`src/rtl/blkcopy_pkg.sv`:
```
package blkcopy_pkg;

  typedef enum logic [1:0] {
    ST_IDLE  = 2'd0,
    ST_READ  = 2'd1,
    ST_WRITE = 2'd2,
    ST_DONE  = 2'd3
  } cp_state_e;

  // flag bits carried through a step unchanged: sign, zero, carry
  localparam logic [7:0] FLAG_KEEP = 8'hC1;
  // bit reporting "bytes remain"
  localparam int FLAG_REMAIN_BIT = 2;

  function automatic logic [7:0] step_flags(input logic [7:0] old_f,
                                            input logic       remain);
    logic [7:0] f;
    f                  = old_f & FLAG_KEEP;
    f[FLAG_REMAIN_BIT] = remain;
    return f;
  endfunction

endpackage

```
`src/rtl/blkcopy_ctrl.sv`:
```
module blkcopy_ctrl
  import blkcopy_pkg::*;
(
  input  logic clk,
  input  logic rst_n,
  input  logic start,
  input  logic repeat_mode,
  input  logic cnt_dec_nz,
  output logic load_ev,
  output logic rd_ph,
  output logic wr_ph,
  output logic last_step,
  output logic busy_o,
  output logic done_o,
  output logic rep_q_o
);

  cp_state_e state_q, state_d;
  logic      rep_q;

  assign load_ev   = (state_q == ST_IDLE) && start;
  assign rd_ph     = (state_q == ST_READ);
  assign wr_ph     = (state_q == ST_WRITE);
  assign last_step = wr_ph && !(rep_q && cnt_dec_nz);
  assign busy_o    = (state_q != ST_IDLE);
  assign done_o    = (state_q == ST_DONE);
  assign rep_q_o   = rep_q;

  always_comb begin
    state_d = state_q;
    unique case (state_q)
      ST_IDLE:  if (start) state_d = ST_READ;
      ST_READ:  state_d = ST_WRITE;
      ST_WRITE: state_d = last_step ? ST_DONE : ST_READ;
      ST_DONE:  state_d = ST_IDLE;
      default:  state_d = ST_IDLE;
    endcase
  end

  always_ff @(posedge clk or negedge rst_n) begin
    if (!rst_n) begin
      state_q <= ST_IDLE;
      rep_q   <= 1'b0;
    end else begin
      state_q <= state_d;
      if (load_ev) rep_q <= repeat_mode;
    end
  end

endmodule

```
`src/rtl/blkcopy_dpath.sv`:
```
module blkcopy_dpath
  import blkcopy_pkg::*;
#(
  parameter int PTR_W     = 16,
  parameter int CNT_W     = 16,
  parameter int COST_W    = 24,
  parameter int STEP_COST = 16
) (
  input  logic              clk,
  input  logic              rst_n,
  input  logic              load_ev,
  input  logic              step_ev,
  input  logic [PTR_W-1:0]  src_in,
  input  logic [PTR_W-1:0]  dst_in,
  input  logic [CNT_W-1:0]  cnt_in,
  input  logic [7:0]        flags_in,
  output logic [PTR_W-1:0]  src_q,
  output logic [PTR_W-1:0]  dst_q,
  output logic [CNT_W-1:0]  cnt_q,
  output logic [7:0]        flags_q,
  output logic [COST_W-1:0] cost_q,
  output logic              cnt_dec_nz
);

  localparam int                NUM_PTR   = 2;
  localparam logic [COST_W-1:0] COST_STEP = COST_W'(STEP_COST);
  localparam logic [CNT_W-1:0]  CNT_ONE   = CNT_W'(1);

  logic [PTR_W-1:0] ptr_init [NUM_PTR];
  logic [CNT_W-1:0] cnt_dec;

  assign ptr_init[0] = src_in;
  assign ptr_init[1] = dst_in;

  // both pointers advance in lockstep; one register per pointer
  for (genvar g = 0; g < NUM_PTR; g++) begin : g_ptr
    logic [PTR_W-1:0] q;
    always_ff @(posedge clk or negedge rst_n) begin
      if (!rst_n)       q <= '0;
      else if (load_ev) q <= ptr_init[g];
      else if (step_ev) q <= q + 1'b1;
    end
  end

  assign src_q = g_ptr[0].q;
  assign dst_q = g_ptr[1].q;

  assign cnt_dec    = cnt_q - CNT_ONE;
  assign cnt_dec_nz = |cnt_dec;

  always_ff @(posedge clk or negedge rst_n) begin
    if (!rst_n) begin
      cnt_q   <= '0;
      flags_q <= '0;
      cost_q  <= '0;
    end else if (load_ev) begin
      cnt_q   <= cnt_in;
      flags_q <= flags_in;
      cost_q  <= '0;
    end else if (step_ev) begin
      cnt_q   <= cnt_dec;
      flags_q <= step_flags(flags_q, cnt_dec_nz);
      cost_q  <= cost_q + COST_STEP;
    end
  end

endmodule

```
`src/rtl/blkcopy_engine.sv`:
```
module blkcopy_engine
  import blkcopy_pkg::*;
#(
  parameter int PTR_W     = 16,
  parameter int CNT_W     = 16,
  parameter int COST_W    = 24,
  parameter int STEP_COST = 16
) (
  input  logic              clk,
  input  logic              rst_n,
  input  logic              start,
  input  logic              repeat_mode,
  input  logic [PTR_W-1:0]  src_in,
  input  logic [PTR_W-1:0]  dst_in,
  input  logic [CNT_W-1:0]  cnt_in,
  input  logic [7:0]        flags_in,
  output logic [PTR_W-1:0]  src_out,
  output logic [PTR_W-1:0]  dst_out,
  output logic [CNT_W-1:0]  cnt_out,
  output logic [7:0]        flags_out,
  output logic [COST_W-1:0] cost_out,
  output logic              busy,
  output logic              done,
  output logic              mem_rd_en,
  output logic [PTR_W-1:0]  mem_rd_addr,
  input  logic [7:0]        mem_rd_data,
  output logic              mem_wr_en,
  output logic [PTR_W-1:0]  mem_wr_addr,
  output logic [7:0]        mem_wr_data
);

  // named internal events, also watched by the checker
  logic load_ev;
  logic rd_ph;
  logic wr_ph;
  logic last_step;
  logic rep_mode_q;
  logic cnt_dec_nz;

  blkcopy_ctrl u_ctrl (
    .clk         (clk),
    .rst_n       (rst_n),
    .start       (start),
    .repeat_mode (repeat_mode),
    .cnt_dec_nz  (cnt_dec_nz),
    .load_ev     (load_ev),
    .rd_ph       (rd_ph),
    .wr_ph       (wr_ph),
    .last_step   (last_step),
    .busy_o      (busy),
    .done_o      (done),
    .rep_q_o     (rep_mode_q)
  );

  blkcopy_dpath #(
    .PTR_W     (PTR_W),
    .CNT_W     (CNT_W),
    .COST_W    (COST_W),
    .STEP_COST (STEP_COST)
  ) u_dpath (
    .clk        (clk),
    .rst_n      (rst_n),
    .load_ev    (load_ev),
    .step_ev    (wr_ph),
    .src_in     (src_in),
    .dst_in     (dst_in),
    .cnt_in     (cnt_in),
    .flags_in   (flags_in),
    .src_q      (src_out),
    .dst_q      (dst_out),
    .cnt_q      (cnt_out),
    .flags_q    (flags_out),
    .cost_q     (cost_out),
    .cnt_dec_nz (cnt_dec_nz)
  );

  // memory port: read in one phase, write the returned byte in the next
  assign mem_rd_en   = rd_ph;
  assign mem_rd_addr = src_out;
  assign mem_wr_en   = wr_ph;
  assign mem_wr_addr = dst_out;
  assign mem_wr_data = mem_rd_data;

endmodule

```
`config.mk`:
```
export PLATFORM = sky130hd
export DESIGN_NAME = blkcopy_engine
export DESIGN_NICKNAME = d
export VERILOG_FILES = /design/src/rtl/blkcopy_pkg.sv /design/src/rtl/blkcopy_ctrl.sv /design/src/rtl/blkcopy_dpath.sv /design/src/rtl/blkcopy_engine.sv
export SDC_FILE = /design/constraint.sdc
export NUM_CORES = 1
export LEC_CHECK = 0
export BUFFER_PORTS_ARGS = -buffer_cell sky130_fd_sc_hd__buf_2
export CAP_MARGIN = 30
export CORE_MARGIN = 3
export CORE_UTILIZATION = 41
export CTS_BUF_LIST = sky130_fd_sc_hd__clkbuf_4 sky130_fd_sc_hd__clkbuf_8
export DETAILED_ROUTE_END_ITERATION = 16
export PLACE_DENSITY_LB_ADDON = 0.2
export SYNTH_ARGS = -nofsm -noshare
export SYNTH_HDL_FRONTEND = slang
export SYNTH_SLANG_ARGS = --single-unit
export TNS_END_PERCENT = 100
```
`constraint.sdc`:
```
create_clock -name clk -period 2.15 [get_ports clk]
set_input_delay 0.3225 -clock clk [delete_from_list [all_inputs] [get_ports clk]]
set_output_delay 0.3225 -clock clk [all_outputs]
set_load 0.02 [all_outputs]
```
==> flow_summary.json, run 1 <==
{
  "ant_nets": 0,
  "max_freq_mhz": 485,
  "core_mm2": 0.0111,
  "syn_inst": 567,
  "fin_tns_setup_ns": 0,
  "antenna_cells": 0,
  "period_needed_ns": 2.06,
  "max_stage_delay_ns": 0.59,
  "seqCellArea_mm2": 0.00198,
  "synth_flop_cell": "dfrtp_1",
  "timing.hold.ws_ns": 0.153,
  "path_max_fanout": 6,
  "relSlewSlack_pct": 53.4,
  "ctsHtreeMaxLevel": 3,
  "grt_pass1_vias": 4702,
  "crit_chain": "inv_2, ha_2, buf_4, inv_2, nor3_2, a31oi_1, or4_4, o31ai_4, a21o_1",
  "yosysWarningCount": 0,
  "grt_pass1_wl_um": 22900,
  "yosysTopAreaCell": "dfrtp_1",
  "initial_core_util_pct": 42.9,
  "nFillCells": 1076,
  "required_ns": 2.45,
  "maxCapViolCount": 0,
  "grt_usage_pct": 21.8,
  "hpwl_um": 9970,
  "ys_seq_area_share_pct": 41.6,
  "design.portCount": 192,
  "grt_overflow": 0,
  "die_area_mm2": 0.0129,
  "synth_top_area_share_pct": 41.6,
  "clock_latency_ns": 0.36,
  "run_status": "completed",
  "critPathSlowestCell": "or4_4",
  "antenna_found_initial": 0,
  "yosysUniqueCellTypes": 55,
  "start_kind": "register",
  "multi_input_area_mm2": 0.00229,
  "timing.final.max_slew_violations": 0,
  "nets": 786,
  "drt-vias-per-instance": 5.64,
  "root_buffer": "clkbuf_8",
  "finalPower_mw": 9.28,
  "mostFrequentLayoutCells": "buf_2 (170), dfrtp_1 (74), nand2_1 (61)",
  "worst_pin_slew_ns": 0.698,
  "num_rows": 38,
  "drive_above_1_share_pct": 33.6,
  "r2r_cells": 9,
  "finalHoldViolCount": 0,
  "period_share_pct": 95.8,
  "r2r_end": "u_ctrl.state_q[1]",
  "setup_viol": 0,
  "hp-start": "flags_in[7]",
  "cts_buffers": 9,
  "hold_end": "u_dpath.flags_q[7]",
  "holdPathStages": 3,
  "wl_um": 14400,
  "vias": 4838,
  "path_class": "reg2reg",
  "cts_tree": "done",
  "syn_area_mm2": 0.00475,
  "synthArstFlopShare_pct": 100,
  "die_y_um": 114,
  "ys_seq_elements": 79,
  "wire_per_inst_um": 16.8,
  "io_buffers": 171,
  "grt_max_degree": 54,
  "cts.sinks": 79,
  "regToRegSetupSlack_ns": 0.09,
  "final_common_cell": "buf_2",
  "r2r_start": "u_dpath.cnt_q[1]",
  "cp.arrival_ns": 2.36,
  "synth_edf_count": 0,
  "cpMostUsedCell": "inv_2",
  "firstDrtPassIters": 7,
  "ir_drop_mv": 0.805,
  "hold_class": "in2reg",
  "path_clk_slew_ns": 0.09,
  "drt_iter0_markers": 321,
  "leakagePower_nw": 2.75,
  "power.density_mw_per_mm2": 1560,
  "end_kind": "register",
  "synth_area_leaders": "dfrtp_1 (42%), buf_4 (7.0%), a21oi_1 (6.2%)",
  "die_x_um": 114,
  "fin_skew_ns": 0.0125,
  "drc": 0,
  "gp_congestion": 0.895,
  "syn_to_final_growth_pct": 25.4,
  "clockBufferDepth": 2,
  "synth_area_per_cell_um2": 8.38
}
sequential cells by signal, indices dropped and copies added (netlist names):
name,flops
u_ctrl.rep_q_o,1
u_dpath.src_q,16
u_dpath.flags_q,8
u_dpath.cnt_q,16
u_dpath.dst_q,16
u_ctrl.state_q,2
u_dpath.cost_q,20
cell type report:
type / instances / share of cell area [%]
Multi-Input combinational cell: 396 / 38.5
Sequential cell: 79 / 33.3
Timing Repair Buffer: 206 / 19.3
Tap cell: 140 / 2.94
Clock buffer: 11 / 2.54
Clock inverter: 5 / 2.14
Inverter: 21 / 1.32
synth_stat cells (all sizes together), types with 8 or more instances:
cell and count:
nand4 12, nor3 12, a22oi 8, o22ai 17
nand2 61, nor2 32, dfrtp 79, clkbuf 26
inv 20, o21ai 52, buf 48, nand3 36
a21oi 59
power breakdown:
| group | switching [mW] | total, mW | internal [mW] | leakage, nW |
|---|---|---|---|---|
| Sequential | 0.687 | 2.73 | 2.04 | 0.962 |
| Clock | 0.577 | 1.53 | 0.953 | 0.136 |
| Combinational | 3.21 | 5.01 | 1.80 | 1.65 |
| Total | 4.48 | 9.28 | 4.80 | 2.75 |
what timing repair did:
action	in CTS	in global routing
hold buffers	1	0
setup endpoints to repair	1	3
resized for setup	1	7
hold endpoints to repair	28	0
pin swaps	1	5
setup buffers	0	4
metal layers:
| metal | part of all wire (%) | vias up | wire length (um) | global-route usage (%) |
|---|---|---|---|---|
| met5 | 0 | - | 0 | 0 |
| met4 | 1.5 | 0 | 222 | 6.01 |
| met3 | 7.4 | 21 | 1070 | 5.04 |
| met2 | 48 | 213 | 6870 | 36.4 |
| met1 | 43 | 2310 | 6240 | 28.5 |
| li1 | - | 2294 | - | - |
metrics by stage:
stage	utilization (%)	instances	worst slack, ns	area (um2)
final	53.8	858	0.0899	5960
after global routing	53.8	858	-0.0173	5960
after CTS	53.4	854	0.0337	5910
after detailed placement	50.7	837	-0.00856	5610
after global placement	50.7	837	0.0371	5610
after floorplan	-	570	0.00157	4780
how the worst max path moves through the flow:
stage	startpoint	endpoint	slack (ns)	cells past startpoint
after floorplan	u_dpath.cnt_q[3]	u_ctrl.state_q[1]	0.002	7
after global placement	u_dpath.cnt_q[8]	u_ctrl.state_q[1]	0.04	6
after detailed placement	u_dpath.cnt_q[1]	u_ctrl.state_q[1]	-0.009	6
after CTS	u_dpath.cnt_q[1]	u_ctrl.state_q[1]	0.03	8
after global routing	u_dpath.cnt_q[0]	u_dpath.flags_q[2]	-0.02	9
final	u_dpath.cnt_q[1]	u_ctrl.state_q[1]	0.09	9
cell families (layout without fill, tap and decap cells):
group                      count (synthesis)  count (layout)  synth area share [%]
and+or+nand+nor                          193             193                  19.9
AOI/OAI and AO/OA                        184             184                  23.6
buffers and inverters                     95             243                  11.5
DFF                                       79              79                  41.6
xor gates and xnor gates                   6               6                  1.11
adders and majority gates                  5               5                  1.32
muxes                                      4               4                 0.843
other                                      1               4                0.0790
worst max-delay path, delay by kind of cell (launching register included):
kind	cells	cell delay [ns]
AO/OA/AOI/OAI	3	0.41
adder cells (fa/ha/maj)	1	0.17
buffers and inverters	3	0.28
flip-flops	1	0.43
AND/OR/NAND/NOR	2	0.71
Note: power is estimated with default switching activity, not from simulation.
==> run 2: changes to the inputs <==
--- a/config.mk
+++ b/config.mk
@@ -9,7 +9,7 @@
 export CAP_MARGIN = 30
 export CORE_MARGIN = 3
 export CORE_UTILIZATION = 41
-export CTS_BUF_LIST = sky130_fd_sc_hd__clkbuf_4 sky130_fd_sc_hd__clkbuf_8
+export CTS_BUF_LIST = sky130_fd_sc_hd__clkbuf_4 sky130_fd_sc_hd__clkbuf_8 sky130_fd_sc_hd__clkbuf_16
 export DETAILED_ROUTE_END_ITERATION = 16
 export PLACE_DENSITY_LB_ADDON = 0.2
 export SYNTH_ARGS = -nofsm -noshare
==> constraint.sdc (replaced) <==
create_clock -name clk -period 2.6 [get_ports clk]
set_input_delay 0.39 -clock clk [delete_from_list [all_inputs] [get_ports clk]]
set_output_delay 0.39 -clock clk [all_outputs]
set_load 0.02 [all_outputs]
==> run 2 against run 1 <==
Maximum frequency fell by 12%; critical path type unchanged; critical endpoint unchanged; highest routed layer is now met5; non-clock buffer count fell by 20; core utilization fell by 1.8 points; largest cell class unchanged.
==> flow_summary.json, run 2 (synthesized netlist as in run 1, its figures left out) <==
{
  "run_status": "completed",
  "grt_overflow": 0,
  "grt_pass1_vias": 4569,
  "cts.sinks": 79,
  "grt_usage_pct": 22.1,
  "path_class": "reg2reg",
  "period_needed_ns": 2.35,
  "pre_cts_ws_ns": 0.264,
  "start_kind": "register",
  "antenna_found_initial": 1,
  "worst_pin_slew_ns": 0.695,
  "design.portCount": 192,
  "largest_reg_flops": 20,
  "wl_um": 14400,
  "nets": 766,
  "core_mm2": 0.0111,
  "switching_share_pct": 49.4,
  "post-route-util_pct": 52.0,
  "max_freq_mhz": 426,
  "drc": 0,
  "mostFrequentLayoutCells": "buf_2 (170), dfrtp_1 (78), nand2_1 (61)",
  "root_buffer": "clkbuf_16",
  "period_share_pct": 90.3,
  "die_y_um": 114,
  "p_sw_mw": 3.64,
  "grt_max_degree": 50,
  "ir_drop_mv": 0.508,
  "path_max_fanout": 7,
  "seq_power_share_pct": 31.3,
  "num_rows": 38,
  "rsz0062_at_grt": "false",
  "timing.hold.ws_ns": 0.0830,
  "initial_core_util_pct": 42.9,
  "firstDrtPassIters": 4,
  "die_area_mm2": 0.0129,
  "finalHoldViolCount": 0,
  "path_clk_slew_ns": 0.06,
  "required_ns": 2.87,
  "regToRegSetupSlack_ns": 0.25,
  "gp_congestion": 0.861,
  "setup_viol": 0,
  "fin_tns_setup_ns": 0,
  "io_buffers": 171,
  "grt_pass1_wl_um": 23000,
  "cp.arrival_ns": 2.62,
  "ctsHtreeMaxLevel": 3,
  "timing.final.max_slew_violations": 0,
  "leakagePower_nw": 2.66,
  "drt-vias-per-instance": 5.63,
  "vias": 4718,
  "clkPwrFrac_pct": 16.7,
  "die_x_um": 114,
  "syn_to_final_growth_pct": 21.2,
  "ant_nets": 0,
  "fin_skew_ns": 0.00840,
  "nFillCells": 1102,
  "final_common_cell": "buf_2",
  "antenna_cells": 0,
  "drt_iter0_markers": 257,
  "finalWorstSetupSlack_ns": 0.252,
  "comb_power_share_pct": 52.0,
  "clock_latency_ns": 0.33,
  "regMostFlops": "u_dpath.cost_q",
  "intPower_mw": 3.73,
  "finalPower_mw": 7.37,
  "end_kind": "register",
  "clockBufferDepth": 2,
  "drive_above_1_share_pct": 30.1,
  "cts_buffers": 9,
  "hpwl_um": 10100,
  "wire_per_inst_um": 17.2,
  "hold_class": "in2async",
  "relSlewSlack_pct": 53.2,
  "cts_tree": "done",
  "power.density_mw_per_mm2": 1280,
  "cts.hold.buffers_added": 0,
  "cts_resized": 0,
  "maxCapViolCount": 0,
  "cts_setup_buffers": 0
}
## run 2: cell count changes in the layout (fill, tap and decap cells not counted), moves of 3 or more
cell	previous run	this run
dfrtp_1	74	78
inv_1	17	20
nor3_2	4	0
inv_2	3	0
clkbuf_8	11	3
clkbuf_16	0	9
bufinv_16	4	0
buf_4	33	15
dfrtp_2	5	1
nor3_1	8	12
## run 2: layout make-up
class	instances	area [um2]	share of cell area, %
clock buffer	13	274	4.76
sequential	79	1980	34.4
tap	140	175	3.04
inverter	21	78.8	1.37
multi-input combinational	396	2250	39.1
clock inverter	3	17.5	0.304
timing repair buffer	186	983	17.1
## run 2: layer usage
| layer | track usage, % | routed length, um |
|---|---|---|
| met5 | 0 | 18 |
| met4 | 9.62 | 376 |
| met3 | 3.87 | 814 |
| met2 | 35.9 | 6920 |
| met1 | 29.1 | 6260 |
## run 2: critical path: stages (launching register included)
cell,delay (ns)
dfrtp_1,0.45
inv_1,0.13
ha_1,0.29
o21ai_0,0.16
o21ai_0,0.17
a32oi_1,0.13
or4_4,0.57
o31ai_2,0.26
a21o_1,0.14
## run 2: final timing paths
check                              startpoint  depth (start not counted)            endpoint
setup reg to reg             u_dpath.cnt_q[0]                          8   u_ctrl.state_q[1]
setup / recovery             u_dpath.cnt_q[0]                          8   u_ctrl.state_q[1]
min in group clk                  repeat_mode                          3      u_ctrl.rep_q_o
hold / removal                          rst_n                          1   u_dpath.cnt_q[13]
hold reg to reg            u_dpath.flags_q[0]                          2  u_dpath.flags_q[0]
max in group asynchronous               rst_n                          2  u_dpath.cost_q[12]
## run 2: metrics by stage
step | std cells | instance area [um2]
floorplan | 570 | 4760
global placement | 822 | 5470
detailed placement | 822 | 5470
CTS | 838 | 5760
global route | 838 | 5760
finish | 838 | 5760
## run 2: power by group through the flow
| stage | registers (mW) | clock network, mW | logic (mW) |
|---|---|---|---|
| 3_5_place_dp | 2.33 | 0 | 3.84 |
| 5_1_grt | 2.40 | 1.30 | 4.17 |
| 3_3_place_gp | 2.30 | 0 | 3.80 |
| 2_1_floorplan | 2.70 | 0 | 2.38 |
| 4_1_cts | 2.31 | 1.26 | 3.85 |
| 6_report | 2.31 | 1.23 | 3.83 |
==> run 3: changes to the inputs <==
--- a/config.mk
+++ b/config.mk
@@ -6,7 +6,7 @@
 export NUM_CORES = 1
 export LEC_CHECK = 0
 export BUFFER_PORTS_ARGS = -buffer_cell sky130_fd_sc_hd__buf_2
-export CAP_MARGIN = 30
+export CAP_MARGIN = 20
 export CORE_MARGIN = 3
 export CORE_UTILIZATION = 41
 export CTS_BUF_LIST = sky130_fd_sc_hd__clkbuf_4 sky130_fd_sc_hd__clkbuf_8 sky130_fd_sc_hd__clkbuf_16
==> constraint.sdc (replaced) <==
create_clock -name clk -period 2.2 [get_ports clk]
set_input_delay 0.33 -clock clk [delete_from_list [all_inputs] [get_ports clk]]
set_output_delay 0.33 -clock clk [all_outputs]
set_load 0.02 [all_outputs]
==> run 3 against run 2 <==
First-iteration DRC count increased by 18%; die area unchanged; final area is 3.1% higher; clock skew fell by 0.0022 ns.
==> flow_summary.json, run 3 (synthesized netlist as in run 1, its figures left out) <==
{
  "cp.arrival_ns": 2.43,
  "maxCapViolCount": 0,
  "clock_latency_ns": 0.33,
  "firstDrtPassIters": 5,
  "cts_buffers": 9,
  "core_mm2": 0.0111,
  "hold_end": "u_dpath.flags_q[0]",
  "grt_pass1_vias": 4594,
  "rsz0062_at_grt": "true",
  "post-route-util_pct": 53.6,
  "hpwl_um": 10300,
  "nFillCells": 1090,
  "run_status": "completed",
  "vias": 4781,
  "drive_above_1_share_pct": 32.0,
  "power.density_mw_per_mm2": 1540,
  "worst_pin_slew_ns": 0.704,
  "nets": 781,
  "seq_power_share_pct": 29.6,
  "leakagePower_nw": 2.75,
  "cts_tree": "done",
  "cts.sinks": 79,
  "wire_per_inst_um": 17.1,
  "grt_max_degree": 74,
  "setup_viol": 0,
  "path_class": "reg2reg",
  "holdPathStages": 3,
  "fin_tns_setup_ns": 0,
  "p_sw_mw": 4.41,
  "ir_drop_mv": 0.822,
  "num_rows": 38,
  "syn_to_final_growth_pct": 25.0,
  "relSlewSlack_pct": 52.9,
  "ctsHtreeMaxLevel": 3,
  "grt_overflow": 0,
  "comb_power_share_pct": 52.4,
  "gp_congestion": 0.882,
  "wl_um": 14600,
  "required_ns": 2.47,
  "drc": 0,
  "largest_reg_flops": 20,
  "antenna_cells": 0,
  "r2r_start": "u_dpath.cnt_q[1]",
  "timing.hold.ws_ns": 0.191,
  "r2r_end": "u_ctrl.state_q[1]",
  "die_x_um": 114,
  "io_buffers": 171,
  "finalPower_mw": 9.12,
  "initial_core_util_pct": 42.9,
  "grt_pass1_wl_um": 23400,
  "regToRegSetupSlack_ns": 0.03,
  "switching_share_pct": 48.3,
  "end_kind": "register",
  "grt_usage_pct": 22.3,
  "timing.final.max_slew_violations": 0,
  "period_share_pct": 98.5,
  "mostFrequentLayoutCells": "buf_2 (170), dfrtp_1 (76), nand2_1 (61)",
  "start_kind": "register",
  "clkPwrFrac_pct": 18.0,
  "clockBufferDepth": 2,
  "stdcell_count": 853,
  "period_needed_ns": 2.17,
  "design.portCount": 192,
  "dp.cells": 833,
  "intPower_mw": 4.71,
  "path_max_fanout": 6,
  "hold_class": "in2reg",
  "r2r_cells": 6,
  "finalHoldViolCount": 0,
  "path_clk_slew_ns": 0.06,
  "drt_iter0_markers": 304,
  "ant_nets": 0,
  "root_buffer": "clkbuf_16",
  "max_freq_mhz": 461,
  "die_y_um": 114,
  "antenna_found_initial": 1,
  "die_area_mm2": 0.0129,
  "fin_skew_ns": 0.00620,
  "regMostFlops": "u_dpath.cost_q",
  "final_common_cell": "buf_2",
  "hp-start": "flags_in[0]",
  "drt-vias-per-instance": 5.60
}
-- run 3: changes by cell type in the layout (fill, tap and decap cells not counted), moves of 2 or more --
cell and delta:
buf_4 +13, clkbuf_8 -3, bufinv_16 +2, dfrtp_1 -2, dfrtp_2 +2
-- run 3: critical path, stage by stage, from the launching register on --
cell     delay, ns
dfrtp_2       0.44
or4b_1        0.51
o21ai_1       0.09
a32oi_1       0.10
or4_4         0.59
o31ai_4       0.25
a21o_1        0.13
-- run 3: metal layers --
metal	share of wire, %	track usage (%)	vias up
met4	1.2	6.33	2
met5	0.089	0	-
li1	-	-	2291
met1	44	30.5	2305
met2	48	35.9	164
met3	6.9	4.77	19
-- run 3: cell type report --
cell class,instances,area [um2],area share [%]
clock inverter,5,82.6,1.39
timing repair buffer,201,1110,18.7
clock buffer,11,240,4.05
inverter,21,78.8,1.33
tap,140,175,2.95
sequential,79,1980,33.4
multi-input combinational,396,2270,38.2
-- run 3: repair_timing --
action	4_1_cts	5_1_grt
hold buffers	1	0
gates resized for setup	0	5
setup endpoints to repair	1	4
buffers inserted	1	2
pin swaps	1	5
endpoints found under the hold margin	31	0
gates cloned	0	0
-- run 3: how the worst max path moves through the flow --
stage | from | end | slack (ns) | depth (start not counted)
after floorplan | u_dpath.cnt_q[0] | u_ctrl.state_q[1] | 0.02 | 8
after global placement | u_dpath.cnt_q[1] | u_ctrl.state_q[1] | 0.08 | 6
after detailed placement | u_dpath.cnt_q[0] | u_ctrl.state_q[1] | 0.04 | 7
after CTS | u_dpath.cnt_q[8] | u_ctrl.state_q[1] | 0.003 | 7
after global routing | u_dpath.cnt_q[1] | u_dpath.flags_q[2] | -0.04 | 6
final | u_dpath.cnt_q[1] | u_ctrl.state_q[1] | 0.03 | 6
-- run 3: per-stage QoR --
step	setup slack [ns]	instance area, um2
final	0.0324	5940
after global routing	-0.0414	5940
after CTS	0.00290	5910
after detailed placement	0.0359	5570
after global placement	0.0812	5570
after floorplan	0.0238	4770
-- run 3: power by group through the flow --
stage,sequential [mW],combinational [mW],clock [mW]
floorplan,3.20,2.83,0
global placement,2.68,4.68,0
detailed placement,2.71,4.74,0
CTS,2.69,4.76,1.68
global route,2.80,5.22,1.73
finish,2.70,4.78,1.64
